**src/rtl/mw_pkg.sv**
```systemverilog
package mw_pkg;

    typedef enum logic [1:0] {
        ST_IDLE = 2'd0,
        ST_CMD  = 2'd1,
        ST_DATA = 2'd2
    } mw_state_e;

    // start bit in bit 0, operation {0,1} in bits 2:1
    localparam logic [2:0] RD_OPCODE = 3'b011;

endpackage

```
**src/rtl/mw_edge_det.sv**
```systemverilog
module mw_edge_det #(
    parameter int N = 2
) (
    input  logic         clk,
    input  logic         rst,
    input  logic [N-1:0] sig_i,
    output logic [N-1:0] rise_o,
    output logic [N-1:0] fall_o
);

    logic [N-1:0] prev_d, prev_q;

    always_comb begin
        prev_d = sig_i;
    end

    always_ff @(posedge clk) begin
        if (rst) prev_q <= '0;
        else     prev_q <= prev_d;
    end

    for (genvar g = 0; g < N; g++) begin : g_edge
        assign rise_o[g] =  sig_i[g] & ~prev_q[g];
        assign fall_o[g] = ~sig_i[g] &  prev_q[g];
    end

endmodule

```
**src/rtl/mw_word_store.sv**
```systemverilog
module mw_word_store #(
    parameter int WORDS  = 48,
    parameter int ADDR_W = 6,
    parameter int DATA_W = 16
) (
    input  logic              clk,
    input  logic              wr_en_i,
    input  logic [ADDR_W-1:0] wr_addr_i,
    input  logic [DATA_W-1:0] wr_data_i,
    input  logic [ADDR_W-1:0] rd_addr_i,
    output logic              rd_ok_o,
    output logic [DATA_W-1:0] rd_data_o
);

    localparam logic [ADDR_W:0] LIMIT = (ADDR_W+1)'(WORDS);

    initial begin
        assert (WORDS <= (1 << ADDR_W))
        else $error("WORDS exceeds address space");
    end

    if (WORDS > 0) begin : g_mem
        logic [DATA_W-1:0] mem_q [WORDS];
        logic              wr_ok;

        assign wr_ok   = wr_en_i && ({1'b0, wr_addr_i} < LIMIT);
        assign rd_ok_o = {1'b0, rd_addr_i} < LIMIT;
        assign rd_data_o = rd_ok_o ? mem_q[rd_addr_i] : '1;

        always_ff @(posedge clk) begin
            if (wr_ok) mem_q[wr_addr_i] <= wr_data_i;
        end
    end else begin : g_empty
        assign rd_ok_o   = 1'b0;
        assign rd_data_o = '1;
    end

endmodule

```
**src/rtl/mw_eeprom_rd.sv**
```systemverilog
module mw_eeprom_rd #(
    parameter int WORDS  = 48,
    parameter int ADDR_W = 6,
    parameter int DATA_W = 16
) (
    input  logic              clk,
    input  logic              rst,
    input  logic              sel_i,
    input  logic              sck_i,
    input  logic              din_i,
    input  logic              wr_en_i,
    input  logic [ADDR_W-1:0] wr_addr_i,
    input  logic [DATA_W-1:0] wr_data_i,
    output logic              dout_o
);
    import mw_pkg::*;

    localparam int CMD_W = 3 + ADDR_W;
    localparam int CNT_W = $clog2(CMD_W + 1);
    localparam int POS_W = $clog2(DATA_W);
    localparam logic [CNT_W-1:0] CNT_FULL = CNT_W'(CMD_W);
    localparam logic [CNT_W-1:0] CNT_ONE  = CNT_W'(1);
    localparam logic [POS_W-1:0] POS_LAST = POS_W'(DATA_W - 1);
    localparam logic [POS_W-1:0] POS_ONE  = POS_W'(1);

    typedef struct packed {
        mw_state_e          st;
        logic [CMD_W-1:0]   cmd;
        logic [CNT_W-1:0]   cnt;
        logic [POS_W-1:0]   pos;
        logic               dout;
    } regs_t;

    regs_t r_d, r_q;

    logic [1:0]        rise, fall;
    logic              sel_rise, sel_fall, sck_rise;
    logic              word_ok;
    logic [DATA_W-1:0] word_bits;

    mw_edge_det #(.N(2)) u_edge (
        .clk    (clk),
        .rst    (rst),
        .sig_i  ({sck_i, sel_i}),
        .rise_o (rise),
        .fall_o (fall)
    );

    assign sel_rise = rise[0];
    assign sel_fall = fall[0];
    assign sck_rise = rise[1];

    mw_word_store #(.WORDS(WORDS), .ADDR_W(ADDR_W), .DATA_W(DATA_W)) u_store (
        .clk       (clk),
        .wr_en_i   (wr_en_i),
        .wr_addr_i (wr_addr_i),
        .wr_data_i (wr_data_i),
        .rd_addr_i (r_q.cmd[CMD_W-1:3]),
        .rd_ok_o   (word_ok),
        .rd_data_o (word_bits)
    );

    always_comb begin
        r_d = r_q;
        // select edges are handled first; a clock rise in the same cycle then applies
        if (sel_rise || sel_fall) begin
            r_d.cnt  = '0;
            r_d.cmd  = '0;
            r_d.pos  = '0;
            r_d.dout = 1'b1;
            r_d.st   = sel_rise ? ST_CMD : ST_IDLE;
        end
        if (sck_rise) begin
            unique case (r_d.st)
                ST_CMD: begin
                    if (r_d.cnt != CNT_FULL) begin
                        r_d.cmd[r_d.cnt] = din_i;
                        r_d.cnt          = r_d.cnt + CNT_ONE;
                        if (r_d.cnt == CNT_FULL && r_d.cmd[0]) begin
                            r_d.cnt = '0;
                            if (r_d.cmd[2:0] == RD_OPCODE) begin
                                r_d.st  = ST_DATA;
                                r_d.pos = '0;
                            end else begin
                                r_d.cmd = '0;
                            end
                        end
                    end
                end
                ST_DATA: begin
                    r_d.dout = word_ok ? word_bits[r_d.pos] : 1'b1;
                    if (r_d.pos == POS_LAST) begin
                        r_d.st  = ST_IDLE;
                        r_d.pos = '0;
                    end else begin
                        r_d.pos = r_d.pos + POS_ONE;
                    end
                end
                default: ;
            endcase
        end
    end

    always_ff @(posedge clk) begin
        if (rst) begin
            r_q.st   <= ST_IDLE;
            r_q.cmd  <= '0;
            r_q.cnt  <= '0;
            r_q.pos  <= '0;
            r_q.dout <= 1'b1;
        end else begin
            r_q <= r_d;
        end
    end

    assign dout_o = r_q.dout;

    // idle persists until select rises
    p_idle_hold_r1: assert property (@(posedge clk) disable iff (rst)
        (r_q.st == ST_IDLE && !sel_rise) |=> (r_q.st == ST_IDLE));

    // a select edge forces the output high
    p_sel_edge_high_r2: assert property (@(posedge clk) disable iff (rst)
        (sel_rise || sel_fall) |=> dout_o);

    // without a clock rise or select edge the output holds
    p_hold_r3: assert property (@(posedge clk) disable iff (rst)
        (!sck_rise && !sel_rise && !sel_fall) |=> $stable(dout_o));

    // bit count never passes the command length
    p_cnt_bound_r5: assert property (@(posedge clk) disable iff (rst)
        r_q.cnt <= CNT_FULL);

    // an unpopulated address yields ones
    p_oob_ones_r8: assert property (@(posedge clk) disable iff (rst)
        (r_q.st == ST_DATA && sck_rise && !sel_rise && !sel_fall && !word_ok) |=> dout_o);

    // the last data bit returns the block to idle
    p_word_end_r9: assert property (@(posedge clk) disable iff (rst)
        (r_q.st == ST_DATA && sck_rise && !sel_rise && !sel_fall && r_q.pos == POS_LAST)
        |=> (r_q.st == ST_IDLE));

endmodule

```
**config.mk**
```make
export PLATFORM = sky130hd
export DESIGN_NAME = mw_eeprom_rd
export DESIGN_NICKNAME = d
export VERILOG_FILES = /design/src/rtl/mw_pkg.sv /design/src/rtl/mw_edge_det.sv /design/src/rtl/mw_word_store.sv /design/src/rtl/mw_eeprom_rd.sv
export SDC_FILE = /design/constraint.sdc
export NUM_CORES = 1
export LEC_CHECK = 0
export BUFFER_PORTS_ARGS = -buffer_cell sky130_fd_sc_hd__buf_4
export CORE_ASPECT_RATIO = 1.2
export CORE_MARGIN = 2
export CORE_UTILIZATION = 55
export CTS_BUF_LIST = sky130_fd_sc_hd__clkbuf_16
export CTS_CLUSTER_DIAMETER = 100
export CTS_CLUSTER_SIZE = 8
export DETAILED_ROUTE_END_ITERATION = 10
export GPL_ROUTABILITY_DRIVEN = 0
export GPL_TIMING_DRIVEN = 0
export PLACE_DENSITY = 0.71
export RECOVER_POWER = 100
export SYNTH_ARGS = -nofsm -noshare
export SYNTH_HDL_FRONTEND = slang
export SYNTH_SLANG_ARGS = --single-unit
export TNS_END_PERCENT = 1
```
**constraint.sdc**
```tcl
create_clock -name clk -period 11.7 [get_ports clk]
set_input_delay 3.51 -clock clk [delete_from_list [all_inputs] [get_ports clk]]
set_output_delay 3.51 -clock clk [all_outputs]
set_load 0.01 [all_outputs]
```
Word level (Yosys, flattened, before mapping)
Memories as Yosys holds them, arrays and structs flattened. A register that Yosys moved wholly into a read port is not among the register bits.
Index checks and enable logic that the tools add are counted.

operators by class
  multiplexer cells = 24
  bitwise gates (word level) = 6
  add/sub/neg operators = 2
  magnitude comparators = 5
  eq/ne operators = 6
  reductions and logical operators = 4

operator list
  cell                                                               count
  two-way mux 20 bit                                                 2
  two-way mux 19 bit                                                 2
  two-way mux 16 bit                                                 1
  two-way mux 13 bit                                                 1
  less-than comparator 6 bit, second input constant                  2
  less-than comparator 4 x 5 -> 1 bit, second input constant         2
  bitwise mux 9 bit                                                  1
  two-way mux 9 bit                                                  1
  adder 4 x 1 -> 4 bit, second input constant                        2
  equality test 4 bit, second input constant                         2
  two-way mux 4 bit                                                  2
  case mux 4 bit (2 select lines)                                    1
  two-way mux 1 bit                                                  7
  two-way mux 6 bit                                                  1
  binary-select mux 1 bit (select 4 bit)                             1
  demux 1 bit (select 4 bit)                                         1
  greater-or-equal comparator 4 x 1 -> 1 bit, second input constant  1
  two-way mux 2 bit                                                  2
  inequality test 4 bit, second input constant                       1
  case mux 2 bit (2 select lines)                                    1
  bitwise AND 1 bit                                                  3
  equality test 3 x 2 -> 1 bit, second input constant                1
  logical AND 1 bit                                                  3
  inverter 1 bit                                                     3
  3 further kinds                                                    3

word-level totals
  logic and storage cells = 54
  bits in writable memories = 768
  memories kept = 1
  flip-flop bits (word level) = 22
  bits of input ports = 28
  output and inout port bits = 1

memory list
  memory               words  width  read ports  clocked after Yosys merged registers in  write ports  line                 text
  u_store.g_mem.mem_q  48     16     1           1                                        1            mw_word_store.sv:23  logic [DATA_W-1:0] mem_q [WORDS];

Depth between registers and ports, before layout
Gate-level depths: netlist of the first run.

  depth in word-level cells = 16
  mapped depth = 17
  gate-level depth less buffers = 13

Cells and area by module
A second synthesis of the first run with hierarchy kept.

unflattened totals
  cell total of the unflattened synthesis = 1728
  area total of the unflattened synthesis = 31575.3 sq um

by module, submodules not included
  module         instances  area each (sq um)  seq. area each (sq um)  cells an instance
  mw_word_store  1          29898.7            23062.1                 1524
  mw_eeprom_rd   1          1599.0             400.4                   196
  mw_edge_det    1          77.6               40.0                    8

Least setup slack after synthesis of the first run
No wires, ideal clock.

  path type = input -> register
  start = input sel_i
  end = register r_q[4] (netlist bit)
  path buffers = 4
  arrival time = 6.789 ns
  setup slack = 4.783 ns
  cell stages on the path = 15
  required time = 11.572 ns
  library setup time = 0.128 ns
  cells stage by stage = ha_1 -> clkbuf_1 -> clkbuf_1 -> buf_1 -> nand2_1 -> ha_1 -> or3b_2 -> a32oi_1 -> or4b_1 -> clkbuf_1 -> nand3b_1 -> a21oi_1 -> o21ai_0 -> a31oi_1 -> nor2_1

on the way
  longest elaborated chain between the ends = 15
  elaborated cells between the ends (all ways) = 27
  classes of those cells = 2 x add/sub; 2 x order compare; 6 x eq/ne; 11 x mux; 3 x bitwise; 3 x reduce/logical

RTL lines
  item                                                                                                                            line                 text
  start, declared                                                                                                                 mw_eeprom_rd.sv:8    input logic sel_i,
  inverter 1 bit                                                                                                                  mw_edge_det.sv:24    assign fall_o[g] = ~sig_i[g] & prev_q[g];
  bitwise AND 1 bit                                                                                                               mw_edge_det.sv:24
  logical OR 1 bit                                                                                                                mw_eeprom_rd.sv:66   if (sel_rise || sel_fall) begin
  two-way mux 20 bit (*)                                                                                                          mw_eeprom_rd.sv:66
  less-than comparator 4 x 5 -> 1 bit (not written as such) / greater-or-equal comparator 4 x 1 -> 1 bit (equally long branches)  mw_eeprom_rd.sv:77   r_d.cmd[r_d.cnt] = din_i;
  logical AND 1 bit (not written as such)                                                                                         mw_eeprom_rd.sv:77
  two-way mux 1 bit (not written as such)                                                                                         mw_eeprom_rd.sv:77
  demux 1 bit (select 4 bit)                                                                                                      mw_eeprom_rd.sv:77
  bitwise mux 9 bit                                                                                                               mw_eeprom_rd.sv:77
  equality test 3 x 2 -> 1 bit                                                                                                    mw_eeprom_rd.sv:81   if (r_d.cmd[2:0] == RD_OPCODE) begin
  two-way mux 4 bit                                                                                                               mw_eeprom_rd.sv:81
  two-way mux 19 bit                                                                                                              mw_eeprom_rd.sv:79   if (r_d.cnt == CNT_FULL && r_d.cmd[0]) begin
  two-way mux 19 bit                                                                                                              mw_eeprom_rd.sv:76   if (r_d.cnt != CNT_FULL) begin
  case mux 4 bit (2 select lines)                                                                                                 mw_eeprom_rd.sv:74   unique case (r_d.st)
  two-way mux 20 bit (*)                                                                                                          mw_eeprom_rd.sv:73   if (sck_rise) begin
  end signal, assigned                                                                                                            mw_eeprom_rd.sv:112  r_q <= r_d;
  end, declared                                                                                                                   mw_eeprom_rd.sv:34   regs_t r_d, r_q;

Every way passes the cells marked *; elsewhere a longest branch is shown, timed or not.
A chain may end at the register's enable or synchronous reset.

Worst setup path after layout of the first run
Ends and elaborated chain as after synthesis.

==> results of run 1 <==
==> routing by layer <==
layer  share of wire  global-route usage  wire [um]
met1            0.35               0.406      32100
met2            0.48               0.503      43700
met3            0.11              0.0669      10400
met4           0.061               0.169       5560
met5               0                   0          0
==> cells in the mapped netlist, types with 7 or more instances <==
library cell  number
nand3_1           29
nor2b_1           13
a221oi_1          21
a211oi_1          10
inv_1             15
nand2_1           51
and3_1             7
buf_2             15
mux4_1            28
edfxtp_1         768
dfxtp_1           22
a21oi_1           38
nand4_1           10
o211ai_1           8
nor2_1            75
mux2_2             7
a22oi_1           37
buf_6             13
buf_12             9
clkbuf_1          41
ha_1               9
o21ai_0           15
nand2b_1          12
mux2i_1           75
nand3b_1          10
mux4_2           135
==> worst max-delay path: stages <==
cell	delay [ns]
clkbuf_1	0.09
ha_1	0.48
clkbuf_1	0.43
clkbuf_1	0.44
clkbuf_1	0.44
nand2_1	0.24
inv_1	0.15
ha_1	0.29
and3_1	0.20
o21ai_0	0.10
or4b_1	0.47
clkbuf_1	0.18
nand3b_1	0.22
a21oi_1	0.37
o21ai_0	0.15
a31oi_1	0.21
nor2_1	0.06
==> registers in the layout, summed over array words and instances, names as in the netlist <==
name / flops
u_edge.prev_q: 2
r_q: 19
u_store.g_mem.mem_q: 768
dout_o: 1
==> power breakdown <==
group	total [mW]	internal [mW]	switching, mW
Combinational	0.0895	0.0147	0.0748
Sequential	3.14	3.13	0.00440
Clock	2.78	1.65	1.13
==> stage by stage <==
stage / util / hold WS, ns
after global routing: 0.626 / 0.624
after global placement: 0.573 / 0.574
after CTS: 0.642 / 0.603
final: 0.626 / 0.598
after floorplan: - / 0.538
after detailed placement: 0.590 / 0.593
==> cell families (layout without fill, tap and decap cells) <==
kind of cell    after synthesis  count (layout)
compound gates              185             185
xor+xnor                      1               1
fa+ha+maj                     9               9
buf+inv                     106             317
flops                       790             790
mux                         245             245
simple gates                244             244
==> worst max path at each step <==
| stage | end | slack (ns) | cells after the start |
|---|---|---|---|
| floorplan | r_q[4] | 4.78 | 15 |
| global placement | u_store.g_mem.mem_q[32][2] | 2.76 | 4 |
| detailed placement | r_q[4] | 3.61 | 17 |
| CTS | r_q[4] | 4.32 | 17 |
| global route | r_q[4] | 3.84 | 17 |
| finish | r_q[4] | 4.22 | 17 |
==> layout make-up <==
| cell class | instances | area (um^2) | area share |
|---|---|---|---|
| well taps | 735 | 920 | 0.0258 |
| clock buffers | 109 | 2730 | 0.0765 |
| repair buffers | 72 | 285 | 0.00800 |
| multi-input cells | 684 | 7280 | 0.204 |
| flip-flops and latches | 790 | 23500 | 0.659 |
| inverters | 16 | 60.1 | 0.00169 |
| clock inverters | 30 | 230 | 0.00646 |
| plain buffers | 90 | 634 | 0.0178 |
==> results.toml, run 1 <==
[outcome]
violations = "max-capacitance violations, max-slew violations"
status = "finished with violations"

[placed_design]
post-place-ws_ns = 3.61
postPlaceCellArea_um2 = 33600
dpl.cell_count = 2387
io_buffers = 27
hpwl_mm = 57.3

[hold_path]
whs_path_depth = 3
min_to = "r_q[10]"
hp-class = "register to register"
min_from = "r_q[10]"

[synth]
synth.avg_cell_area_um2 = 19.9
synth_area_um2 = 31500
yosysTopAreaCellShare = 0.732
yosysSeqAreaShare = 0.746
synth_top_family_by_area = "multiplexers"
synth-main-ff-cell = "edfxtp_1"
syn_nets = 1617
synth_seq_cells = 790
ys_types = 70
synth-adder-area-share = 0.00358
synth-simple-area-share = 0.0388
synth_area_leaders = "edfxtp_1 73%, mux4_2 9.7%, mux2i_1 2.4%, mux4_1 2.3%, dfxtp_1 1.4%"
synth-edff-count = 768
synth_compound_area_frac = 0.0426
synth_warnings = 0
muxShareOfSynthArea = 0.146
synth_xor_area_frac = 0.000278
synth_top_area_cell = "edfxtp_1"
async_reset_ff_frac = 0
synth_cells = 1580

[route]
via_per_inst = 7.07
drtPass1Iterations = 7
avgRoutedWirePerCell_um = 36.3
routed_wl_mm = 91.8
initialDrtViolationCount = 2794
ant_nets = 0
vias = 17900
drc = 0

[sta]
skew_ns = 0.0398
setup_tns_ns = 0
fmax_mhz = 134
drv_slew = 881
setup_viol = 0
worstMarginPinSlew_ns = 2.60
layout_min_cycle_time_ns = 7.48
setup_ws_ns = 4.22
rsz0062_at_grt = "no"
final_hold_viol_count = 0
fin_crit_sh = 0.639
slew_headroom = -0.737

[grt]
grt_usage = 0.313
grt_pass1_vias = 17600
grt_max_degree = 49
grt_antenna_before_repair = 0
grt_pass1_wl_mm = 128
grt_remaining_overflow = 0

[critical_path]
r2r_slack_ns = 6.79
required_ns = 12.26
regToRegEndpoint = "dout_o"
cp_max_fo = 10
crit_type = "primary input to register"
worstPathArrival_ns = 8.04
worstSetupStartpointType = "primary input"
cp-end-kind = "register"
worstRegToRegCells = 9
crit_path_start = "sel_i"
rr_startpoint = "r_q[14]"

[clock_tree]
post_cts_resized = 0
cts_tree = "done"
cts_sinks = 790
cts.htree.levels = 3
clock_latency_ns = 0.69
ctsHoldBuffers = 0
clockBufferDepth = 3
path_clk_slew_ns = 0.05
cts_setup_buffers = 0
clock-root-buffer = "clkbuf_16"
numCtsBuffers = 108

[cells_and_area]
layout_common_cells = "768 x edfxtp_1, 135 x mux4_2, 110 x clkbuf_1, 109 x clkbuf_16"
diodes = 0
design_area_um2 = 35600
final_common_cell = "edfxtp_1"
final-instance-count-excl-fill = 2526
synthToLayoutAreaGrowth_pct = 13.2
fillerInstances = 3908
nets = 1799
final_layout_size_suffix_gt1_frac = 0.175

[die]
dieWidth_um = 222
die-area_um2 = 59200
die_y_um = 266
row_count = 96
initial_utilization = 0.553
core_area_um2 = 56900
num_io_pins = 29

[power_and_ir_drop]
total_power_mw = 6.00
total_leakage_power_nw = 10.9
power.density_nw_per_um2 = 168
vdd_drop_max_v = 0.000135

[run]
maxCapViolations = 22
Note: power is estimated with default switching activity, not from simulation.
==> run 2: changes to the inputs <==
--- a/config.mk
+++ b/config.mk
@@ -15,7 +15,7 @@
 export DETAILED_ROUTE_END_ITERATION = 10
 export GPL_ROUTABILITY_DRIVEN = 0
 export GPL_TIMING_DRIVEN = 0
-export PLACE_DENSITY = 0.71
+export PLACE_DENSITY = 0.74
 export RECOVER_POWER = 100
 export SYNTH_ARGS = -nofsm -noshare
 export SYNTH_HDL_FRONTEND = slang
==> constraint.sdc (replaced) <==
create_clock -name clk -period 6.7 [get_ports clk]
set_input_delay 2.01 -clock clk [delete_from_list [all_inputs] [get_ports clk]]
set_output_delay 2.01 -clock clk [all_outputs]
set_load 0.01 [all_outputs]
==> results.toml, run 2 (synthesis gave the netlist of run 1 again) <==
[outcome]
status = "finished with violations"
violations = "max-capacitance violations, max-slew violations"

[cells_and_area]
layout_common_cells = "768 x edfxtp_1, 135 x mux4_2, 109 x clkbuf_1, 109 x clkbuf_16"
fillerInstances = 3885
largest_reg_flops = 768
final_layout_size_suffix_gt1_frac = 0.175
synthToLayoutAreaGrowth_pct = 13.1
top_register = "u_store.g_mem.mem_q"
diodes = 0
nets = 1801
design_area_um2 = 35600
final_common_cell = "edfxtp_1"
reg_top3 = "u_store.g_mem.mem_q (768), r_q (19), u_edge.prev_q (2)"

[grt]
grt_remaining_overflow = 0
grt_max_degree = 49
grt_pass1_wl_mm = 130
grt_antenna_before_repair = 0
grt_pass1_vias = 18100
grt_usage = 0.317

[die]
row_count = 96
dieWidth_um = 222
num_io_pins = 29
initial_utilization = 0.553
die_y_um = 266
die-area_um2 = 59200
core_area_um2 = 56900

[clock_tree]
clockBufferDepth = 3
path_clk_slew_ns = 0.05
ctsHoldBuffers = 0
cts_setup_buffers = 0
clock_latency_ns = 0.66
numCtsBuffers = 108
cts_tree = "done"
clock-root-buffer = "clkbuf_16"
cts_sinks = 790
cts.htree.levels = 3
post_cts_resized = 0

[sta]
worstMarginPinSlew_ns = 2.32
fin_crit_sh = 0.907
slew_headroom = -0.548
skew_ns = 0.0336
fmax_mhz = 165
rsz0062_at_grt = "no"
setup_ws_ns = 0.624
final_hold_viol_count = 0
drv_slew = 791
layout_min_cycle_time_ns = 6.08
setup_viol = 0

[critical_path]
regToRegEndpoint = "r_q[4]"
worstPathArrival_ns = 6.59
path_buf_inv = 6
cp_max_fo = 10
path_common_cell = "clkbuf_1"
r2r_slack_ns = 1.76
worst_path_max_delay_cell = "clkbuf_1"
rr_startpoint = "u_edge.prev_q[0]"
worstSetupStartpointType = "primary input"
cp-end-kind = "register"
crit_type = "primary input to register"
worstRegToRegCells = 17
critical-path-top-delay-family = "buffers and inverters"
path_cells = "clkbuf_4 -> ha_1 -> clkbuf_1 -> clkbuf_1 -> clkbuf_1 -> nand2_1 -> inv_1 -> ha_1 -> and3_1 -> o21ai_0 -> or4b_1 -> clkbuf_1 -> nand3b_1 -> a21oi_1 -> o21ai_0 -> a31oi_1 -> nor2_1"
critPathMaxStageDelay_ns = 0.52
required_ns = 7.22

[power_and_ir_drop]
power.density_nw_per_um2 = 293
total_power_mw = 10.4
total_leakage_power_nw = 11.0
vdd_drop_max_v = 0.000218

[route]
routed_wl_mm = 92.5
vias = 18000
drc = 0
initialDrtViolationCount = 3075
ant_nets = 0
drtPass1Iterations = 8
avgRoutedWirePerCell_um = 36.5
via_per_inst = 7.09

[placed_design]
io_buffers = 27
hpwl_mm = 57.4
post-place-ws_ns = 0.102
postPlaceCellArea_um2 = 33700

[hold_path]
min_to = "r_q[10]"
min_from = "r_q[10]"
whs_path_depth = 3
hp-class = "register to register"

[run]
maxCapViolations = 18
[run 2: changes by cell type in the layout (fill, tap and decap cells not counted), sizes merged]
cell	previous run	this run
clkbuf	219	221
inv	42	52
clkinv	4	2
[run 2: worst max-delay path by stage]
stage                            start                    endpoint  slack [ns]  cells past startpoint
after floorplan                  sel_i                      r_q[4]        1.28                     15
after global placement    wr_addr_i[4]  u_store.g_mem.mem_q[32][2]       -0.73                      4
after detailed placement         sel_i                      r_q[4]        0.10                     17
after CTS                        sel_i                      r_q[4]        0.76                     17
after global routing             sel_i                      r_q[4]        0.32                     17
final                            sel_i                      r_q[4]        0.62                     17
[run 2: area by class of cell]
class                      instances  area [um^2]  share of cell area
clock buffer                     109         2730              0.0766
sequential                       790        23500               0.660
inverter                          16         60.1             0.00169
multi-input combinational        684         7290               0.205
buffer                            90          634              0.0178
clock inverter                    38          185             0.00520
timing repair buffer              74          304             0.00854
tap                              735          920              0.0258
[run 2: power by group]
group / switching, mW / leakage (nW) / internal [mW]
Sequential: 0.00833 / 7.09 / 5.47
Combinational: 0.129 / 2.34 / 0.0263
Clock: 1.93 / 1.55 / 2.86
Total: 2.07 / 11.0 / 8.35
[run 2: layer usage]
| layer | GRT usage | wire (um) | vias to the layer above |
|---|---|---|---|
| met5 | 0 | 0 | - |
| met1 | 0.405 | 31400 | 9177 |
| met4 | 0.190 | 6350 | 0 |
| met2 | 0.508 | 43600 | 1512 |
| li1 | - | - | 6928 |
| met3 | 0.0651 | 11100 | 374 |
[run 2: through the flow]
stage          TNS (ns)  hold WS (ns)  utilization  cells
4_1_cts               0         0.597        0.643   2536
2_1_floorplan         0         0.538            -   1580
3_3_place_gp     -11.61         0.564        0.573   2342
5_1_grt               0         0.622        0.626   2536
6_report              0         0.597        0.626   2536
3_5_place_dp          0         0.585        0.592   2389
[run 2: tightest hold or removal path: stages (launching register included)]
cell	delay, ns
dfxtp_1	0.30
and2_1	0.13
a21oi_1	0.07
nor2_1	0.07
